$ cat config.mk
export PLATFORM = sky130hd
export DESIGN_NAME = hb_gate_driver
export DESIGN_NICKNAME = d
export VERILOG_FILES = /design/src/rtl/hbd_pkg.sv /design/src/rtl/hbd_period_sel.sv /design/src/rtl/hbd_phase_seq.sv /design/src/rtl/hbd_out_stage.sv /design/src/rtl/hb_gate_driver.sv
export SDC_FILE = /design/constraint.sdc
export NUM_CORES = 1
export LEC_CHECK = 0
export BUFFER_PORTS_ARGS = -buffer_cell sky130_fd_sc_hd__buf_2
export CAP_MARGIN = 30
export CORE_UTILIZATION = 60
export CTS_CLUSTER_DIAMETER = 60
export CTS_CLUSTER_SIZE = 30
export DETAILED_ROUTE_END_ITERATION = 10
export PLACE_DENSITY = 0.87
export SLEW_MARGIN = 40
export SYNTH_ARGS = -nofsm -noshare
export SYNTH_HDL_FRONTEND = slang
export SYNTH_SLANG_ARGS = --single-unit
$ cat constraint.sdc
create_clock -name clk_i -period 5.4 [get_ports clk_i]
set_input_delay 0.54 -clock clk_i [delete_from_list [all_inputs] [get_ports clk_i]]
set_output_delay 0.54 -clock clk_i [all_outputs]
set_load 0.1 [all_outputs]
$ cat src/rtl/hbd_pkg.sv
package hbd_pkg;

  typedef enum logic [2:0] {
    PH_IDLE  = 3'd0,
    PH_LO    = 3'd1,
    PH_DT_LH = 3'd2,
    PH_HO    = 3'd3,
    PH_DT_HL = 3'd4
  } hbd_phase_e;

  // On-time of each gate for a requested period: clamp the period to the
  // slowest allowed rate, split it in two, and remove one dead interval.
  function automatic int unsigned hbd_on_len(input int unsigned per,
                                             input int unsigned per_max,
                                             input int unsigned dead);
    int unsigned eff;
    int unsigned half;
    eff  = (per > per_max) ? per_max : per;
    half = eff >> 1;
    return (half > dead) ? (half - dead) : 1;
  endfunction

endpackage

$ cat src/rtl/hbd_period_sel.sv
module hbd_period_sel
  import hbd_pkg::*;
#(
  parameter int PER_W    = 16,
  parameter int DEAD_CYC = 80,
  parameter int PER_MAX  = 1000
) (
  input  logic             clk_i,
  input  logic             rst_i,
  input  logic             load_i,
  input  logic [PER_W-1:0] period_i,
  output logic [PER_W-1:0] on_next_o,
  output logic [PER_W-1:0] on_cur_o
);

  localparam int unsigned RST_ON = hbd_on_len(PER_MAX, PER_MAX, DEAD_CYC);

  always_comb begin
    on_next_o = PER_W'(hbd_on_len(32'(period_i), PER_MAX, DEAD_CYC));
  end

  always_ff @(posedge clk_i) begin
    if (rst_i) begin
      on_cur_o <= PER_W'(RST_ON);
    end else if (load_i) begin
      on_cur_o <= on_next_o;
    end
  end

endmodule

$ cat src/rtl/hbd_phase_seq.sv
module hbd_phase_seq
  import hbd_pkg::*;
#(
  parameter int PER_W    = 16,
  parameter int DEAD_CYC = 80
) (
  input  logic             clk_i,
  input  logic             rst_i,
  input  logic             run_en_i,
  input  logic [PER_W-1:0] on_next_i,
  input  logic [PER_W-1:0] on_cur_i,
  output hbd_phase_e       ph_o,
  output hbd_phase_e       ph_nxt_o,
  output logic             lo_start_o,
  output logic             ho_start_o
);

  localparam logic [PER_W-1:0] DEAD_LAST = PER_W'(DEAD_CYC - 1);

  hbd_phase_e       ph_q;
  logic [PER_W-1:0] cnt_q;
  logic [PER_W-1:0] cnt_d;
  logic             cnt_zero;

  assign cnt_zero = (cnt_q == '0);

  always_comb begin
    ph_nxt_o   = ph_q;
    cnt_d      = cnt_zero ? cnt_q : cnt_q - 1'b1;
    lo_start_o = 1'b0;
    ho_start_o = 1'b0;
    if (!run_en_i) begin
      ph_nxt_o = PH_IDLE;
      if (ph_q != PH_IDLE) begin
        cnt_d = DEAD_LAST;
      end
    end else if (cnt_zero) begin
      unique case (ph_q)
        PH_IDLE, PH_DT_HL: begin
          ph_nxt_o   = PH_LO;
          cnt_d      = on_next_i - 1'b1;
          lo_start_o = 1'b1;
        end
        PH_LO: begin
          ph_nxt_o = PH_DT_LH;
          cnt_d    = DEAD_LAST;
        end
        PH_DT_LH: begin
          ph_nxt_o   = PH_HO;
          cnt_d      = on_cur_i - 1'b1;
          ho_start_o = 1'b1;
        end
        PH_HO: begin
          ph_nxt_o = PH_DT_HL;
          cnt_d    = DEAD_LAST;
        end
        default: begin
          ph_nxt_o = PH_IDLE;
          cnt_d    = '0;
        end
      endcase
    end
  end

  always_ff @(posedge clk_i) begin
    if (rst_i) begin
      ph_q  <= PH_IDLE;
      cnt_q <= '0;
    end else begin
      ph_q  <= ph_nxt_o;
      cnt_q <= cnt_d;
    end
  end

  assign ph_o = ph_q;

endmodule

$ cat src/rtl/hbd_out_stage.sv
module hbd_out_stage
  import hbd_pkg::*;
(
  input  logic       clk_i,
  input  logic       rst_i,
  input  hbd_phase_e ph_nxt_i,
  input  logic       lo_start_i,
  input  logic       ho_start_i,
  input  logic       hs_ready_i,
  output logic       lo_o,
  output logic       ho_o,
  output logic       lo_rise_o
);

  logic allow_q;
  logic allow_d;

  assign allow_d = ho_start_i ? hs_ready_i : allow_q;

  always_ff @(posedge clk_i) begin
    if (rst_i) begin
      allow_q   <= 1'b0;
      lo_o      <= 1'b0;
      ho_o      <= 1'b0;
      lo_rise_o <= 1'b0;
    end else begin
      allow_q   <= allow_d;
      lo_o      <= (ph_nxt_i == PH_LO);
      ho_o      <= (ph_nxt_i == PH_HO) && allow_d;
      lo_rise_o <= lo_start_i;
    end
  end

endmodule

$ cat src/rtl/hb_gate_driver.sv
module hb_gate_driver
  import hbd_pkg::*;
#(
  parameter int PER_W    = 16,
  parameter int DEAD_CYC = 80,
  parameter int PER_MAX  = 1000
) (
  input  logic             clk_i,
  input  logic             rst_i,
  input  logic             run_en_i,
  input  logic [PER_W-1:0] period_i,
  input  logic             hs_ready_i,
  output logic             lo_o,
  output logic             ho_o,
  output logic             lo_rise_o
);

  hbd_phase_e       ph_w;
  hbd_phase_e       ph_nxt_w;
  logic             lo_start_w;
  logic             ho_start_w;
  logic [PER_W-1:0] on_next_w;
  logic [PER_W-1:0] on_cur_w;

  hbd_period_sel #(
    .PER_W   (PER_W),
    .DEAD_CYC(DEAD_CYC),
    .PER_MAX (PER_MAX)
  ) u_per (
    .clk_i    (clk_i),
    .rst_i    (rst_i),
    .load_i   (lo_start_w),
    .period_i (period_i),
    .on_next_o(on_next_w),
    .on_cur_o (on_cur_w)
  );

  hbd_phase_seq #(
    .PER_W   (PER_W),
    .DEAD_CYC(DEAD_CYC)
  ) u_seq (
    .clk_i     (clk_i),
    .rst_i     (rst_i),
    .run_en_i  (run_en_i),
    .on_next_i (on_next_w),
    .on_cur_i  (on_cur_w),
    .ph_o      (ph_w),
    .ph_nxt_o  (ph_nxt_w),
    .lo_start_o(lo_start_w),
    .ho_start_o(ho_start_w)
  );

  hbd_out_stage u_out (
    .clk_i     (clk_i),
    .rst_i     (rst_i),
    .ph_nxt_i  (ph_nxt_w),
    .lo_start_i(lo_start_w),
    .ho_start_i(ho_start_w),
    .hs_ready_i(hs_ready_i),
    .lo_o      (lo_o),
    .ho_o      (ho_o),
    .lo_rise_o (lo_rise_o)
  );

endmodule

# After elaboration in Yosys (flattened, before gate mapping)
# Index checks and enable logic that the tools add are counted.
# word_totals
input_bits	20
output_inout_bits	3
ff_bits	39
word_cells	42
# op_classes
reduce_logical	6
eq_ne	6
addsub	4
n_mux	17
n_lt_le_gt_ge	2
# op_table
cell	n
two-way mux 16 bit	6
case mux 16 bit (3 select lines)	1
subtractor 16 x 1 -> 16 bit, second input constant	3
> comparator 31 x 7 -> 1 bit, second input constant	1
> comparator 16 x 10 -> 1 bit, second input constant	1
logical NOT 16 bit	1
subtractor 16 x 7 -> 16 bit, second input constant	1
case mux 3 bit (4 select lines)	1
== test 3 x 2 -> 1 bit, second input constant	3
two-way mux 1 bit	7
== test 3 x 1 -> 1 bit, second input constant	2
two-way mux 3 bit	2
OR reduction 2 bit	2
== test 3 bit, second input constant	1
logical NOT 3 bit	1
nonzero test 3 bit	1
logical AND 1 bit	1

# Logic depth before layout (Yosys ltp)
# logic_depth
depth_word	8
depth_mapped	19
depth_no_buf	18

# Modules after synthesis
# From an unflattened synthesis, not the netlist that was laid out.
# hier_totals
cells_unflattened	357
hier_area_um2	2877.8
# modules_own_cells
mod	cells_each	seq_area_each_um2	area_each_um2	n_inst
hbd_phase_seq	236	380.4	1820.5	1
hbd_period_sel	111	320.3	929.6	1
hbd_out_stage	10	80.1	127.6	1

# Least setup slack after synthesis
# Ideal clock, no wire load.
# synth_path
path_type	input to register
from	input period_i[15]
to	register u_seq.cnt_q[12]
t_required_ps	5314
path_buffers	0
path_stages	15
t_arrival_ps	3898
path_slack_ps	1415
cell_sequence	or4_4 > or3_1 > ha_1 > and4bb_2 > a21oi_1 > nor2_1 > o21ai_0 > nor2_1 > a21oi_1 > ha_1 > and2_1 > o211ai_1 > nor4_4 > o21ai_1 > a221oi_2
# synth_between
elab_chain_len	8
elab_cells_between_ends	9
# synth_lines
item	line	rtl
start: declaration	hb_gate_driver.sv:11	input logic [PER_W-1:0] period_i,
> comparator 16 x 10 -> 1 bit	hbd_pkg.sv:18	eff = (per > per_max) ? per_max : per;
two-way mux 16 bit (*)	hbd_pkg.sv:18	
> comparator 31 x 7 -> 1 bit / subtractor 16 x 7 -> 16 bit (equally long branches)	hbd_pkg.sv:20	return (half > dead) ? (half - dead) : 1;
two-way mux 16 bit (*)	hbd_pkg.sv:20	
subtractor 16 x 1 -> 16 bit (*)	hbd_phase_seq.sv:41	cnt_d = on_next_i - 1'b1;
case mux 16 bit (3 select lines) (*)	hbd_phase_seq.sv:38	unique case (ph_q)
two-way mux 16 bit (*)	hbd_phase_seq.sv:37	end else if (cnt_zero) begin
two-way mux 16 bit (*)	hbd_phase_seq.sv:32	if (!run_en_i) begin
end signal: assignment	hbd_phase_seq.sv:71	cnt_q <= cnt_d;
end: declaration	hbd_phase_seq.sv:21	logic [PER_W-1:0] cnt_q;
# Mark *: on every way between the ends. The rest lies on a longest branch, timed or not.
# A chain may end at the register's enable or synchronous reset.

# Worst setup path after layout
# Ends and elaborated chain as after synthesis.

==> metrics.yaml <==
crit_family: "simple AND/OR/NAND/NOR gates"
drive_gt1_share_pct: 13.2
crit_chain: "buf_2 > or4_4 > or3_1 > ha_1 > and4bb_2 > a21oi_1 > nor2_1 > o21ai_0 > nor2_1 > a21oi_1 > ha_1 > and2_1 > o211ai_1 > nor4_4 > o21ai_1 > a221oi_2"
slew_headroom_pct: 56.2
critical-path-max-stage-delay_ns: 0.55
crit_slowest_cell: "or4_4"
area_growth_pct: 8.82
crit_path_end_kind: "flip-flop"
setup_tns_ns: 0
first_pass_iters: 4
post_dp_cell_area_sq_mm: 0.00290
fillers: 355
synth_ff_type: "dfxtp_1"
r2r_start: "u_seq.cnt_q[0]"
die_w_um: 70.3
p_leak_nw: 1.20
drc: 0
cts_buffer_depth: 2
core_area_sq_mm: 0.00441
ant_nets: 0
ys_warn_count: 0
synth_top_area_cell: "dfxtp_1"
synth_edf_count: 0
first_iter_violations: 232
path_clk_slew_ns: 0.08
min_to: "u_per.on_cur_o[15]"
hold_viol_final: 0
min-delay-start: "u_per.on_cur_o[15]"
ios: 23
cts_resized: 0
synth_top_area_share_pct: 27.9
period_minus_slack_ns: 4.27
fmax_ghz: 0.234
critPathMaxFanout: 7
grt_pass1_vias: 2515
start_kind: "primary input"
synth_area_sq_mm: 0.00280
rrSetupSlack_ns: 2.28
synth_cells: 365
nNetsFinal: 401
hold_path.class: "reg2reg"
die_h_um: 70.3
rsz0062_at_grt: "false"
cp.required_ns: 5.60
cts.sinks: 39
wl_per_cell_um: 16.0
drv_cap: 0
grt_max_degree: 26
reg2regPathDepth: 9
holdPathStages: 1
cp_num_buf_inv: 1
post_cts_buffers: 0
postCtsHoldBufs: 0
tightest_slew_ns: 0.656
clock-root-buffer: "clkbuf_8"
place.gp.congestion: 0.883
reg2reg_to: "u_seq.cnt_q[5]"
status: "finished, final reports clean"
report.final.slew_viol_count: 0
crit_arrival_ns: 4.47
finalCritPeriodShare_pct: 79.1
grt_pass1_wl_um: 11500
vdd_ir_drop_max_v: 0.000264
setup_viol: 0
ys_ff_latch: 39
power_density_mw_per_mm2: 434
dp_hpwl_um: 5170
syn_nets: 389
dr_total_vias: 2815
ys_seq_area_share_pct: 27.9
cts_made_buffers: 5
grt_usage_pct: 28.8
viasPerCell: 6.55
synth_async_sr_flop_share_pct: 0
antenna_found_initial: 0
syn_area_per_cell_sq_um: 7.66
wl_um: 6880
rows: 24
diodes: 0
path_class: "in2reg"
clock_skew_ns: 0.0103
die-area_sq_mm: 0.00494
hold_slack_ns: 0.488
initial_core_util_pct: 63.3
cts_tree: "built"
clock_latency_ns: 0.30
htree_levels: 2
netlist_top_cells_area: "dfxtp_1 28%, nor2_1 6.7%, a21oi_1 5.0%"
ys_types: 68
numPortBuffers: 22
stdcell_area_sq_mm: 0.00304
grt_overflow_total: 0
[logic make-up after synthesis]
group           count (synthesis)  share of synthesized area (%)
xor+xnor                       16                           5.01
simple gates                  174                           34.1
fa+ha+maj                       4                           1.79
compound gates                100                           24.9
mux                             6                           2.19
flops                          39                           27.9
buf+inv                        26                           4.07
[flip-flops by register name, indices dropped and copies added, names as in the netlist]
| register | cells |
|---|---|
| u_out.lo_rise_o | 1 |
| u_per.on_cur_o | 16 |
| u_out.ho_o | 1 |
| u_out.allow_q | 1 |
| u_seq.ph_o | 3 |
| u_seq.cnt_q | 16 |
| u_out.lo_o | 1 |
[layout by cell type (no fill, tap or decap), types with 13 or more instances in the layout]
| cell type | synthesis | layout |
|---|---|---|
| o21ai_0 | 16 | 16 |
| buf_2 | 1 | 22 |
| a21oi_1 | 28 | 28 |
| dfxtp_1 | 39 | 39 |
| nor3_1 | 21 | 21 |
| nand3_1 | 14 | 13 |
| nor2_1 | 50 | 50 |
| nand2_1 | 20 | 20 |
[routing by layer]
metal | routed length, um | track usage [%] | vias to the layer above
li1 | - | - | 1386
met1 | 2950 | 38.1 | 1282
met2 | 3280 | 47.4 | 134
met3 | 494 | 3.90 | 13
met4 | 148 | 10.9 | 0
met5 | 0 | 0 | -
[stage by stage]
step	cells	util (%)	power (mW)	setup slack, ns
2_1_floorplan	365	-	0.926	1.42
4_1_cts	430	68.4	1.31	1.18
5_1_grt	430	68.9	1.41	0.768
3_3_place_gp	422	65.8	1.03	1.08
3_5_place_dp	422	65.8	1.06	0.886
6_report	430	68.9	1.32	1.13
[how the worst max path moves through the flow]
stage,startpoint,to,slack (ns),cells after the start
2_1_floorplan,period_i[15],u_seq.cnt_q[12],1.42,15
3_5_place_dp,period_i[15],u_seq.cnt_q[12],0.89,16
5_1_grt,period_i[15],u_seq.cnt_q[12],0.77,16
6_report,period_i[15],u_seq.cnt_q[12],1.13,16
4_1_cts,period_i[15],u_seq.cnt_q[12],1.18,16
3_3_place_gp,period_i[15],u_seq.cnt_q[12],1.08,16
[where the power goes]
part	switching [mW]	internal (mW)
clock	0.103	0.149
sequential	0.0674	0.351
combinational	0.398	0.251
[Yosys cell counts (3+ instances only)]
cell type and n:
o2111ai_1 4, o31ai_1 3, mux2i_1 5, nor3_1 21, and4_1 3, xor2_1 8
a2111oi_0 3, ha_1 4, nor2_1 50, and3_1 4, a21o_1 4, o22ai_1 4
nor4_1 6, dfxtp_1 39, nand4b_1 3, o21ai_0 16, nand3b_1 3, o211ai_1 3
nand2b_1 8, nor2b_1 7, clkbuf_1 15, nor3b_1 3, and2_1 6, a211o_1 6
or2_2 3, a21oi_1 28, inv_1 7, nand2_1 20, o21bai_1 3, nand3_1 14
xnor2_1 8, or3_1 7
[final cells by class]
| cell class | count | area [sq um] | area share, % |
|---|---|---|---|
| Clock buffer | 6 | 82.6 | 2.71 |
| Clock inverter | 2 | 35.0 | 1.15 |
| Inverter | 7 | 26.3 | 0.864 |
| Multi-Input combinational cell | 300 | 1930 | 63.3 |
| Sequential cell | 39 | 781 | 25.7 |
| Tap cell | 52 | 65.1 | 2.14 |
| Timing Repair Buffer | 24 | 125 | 4.11 |
[worst register-to-register path, cell delays in order, from the launching register on]
cell and delay [ns]:
dfxtp_1 0.32, inv_1 0.11, ha_1 0.19, nor2b_1 0.29, nand2_2 0.16, or2_1 0.41
or4b_1 0.76, or4_1 0.53, o221a_1 0.23, nand3_1 0.07
Power figures use the tool's default switching activity.
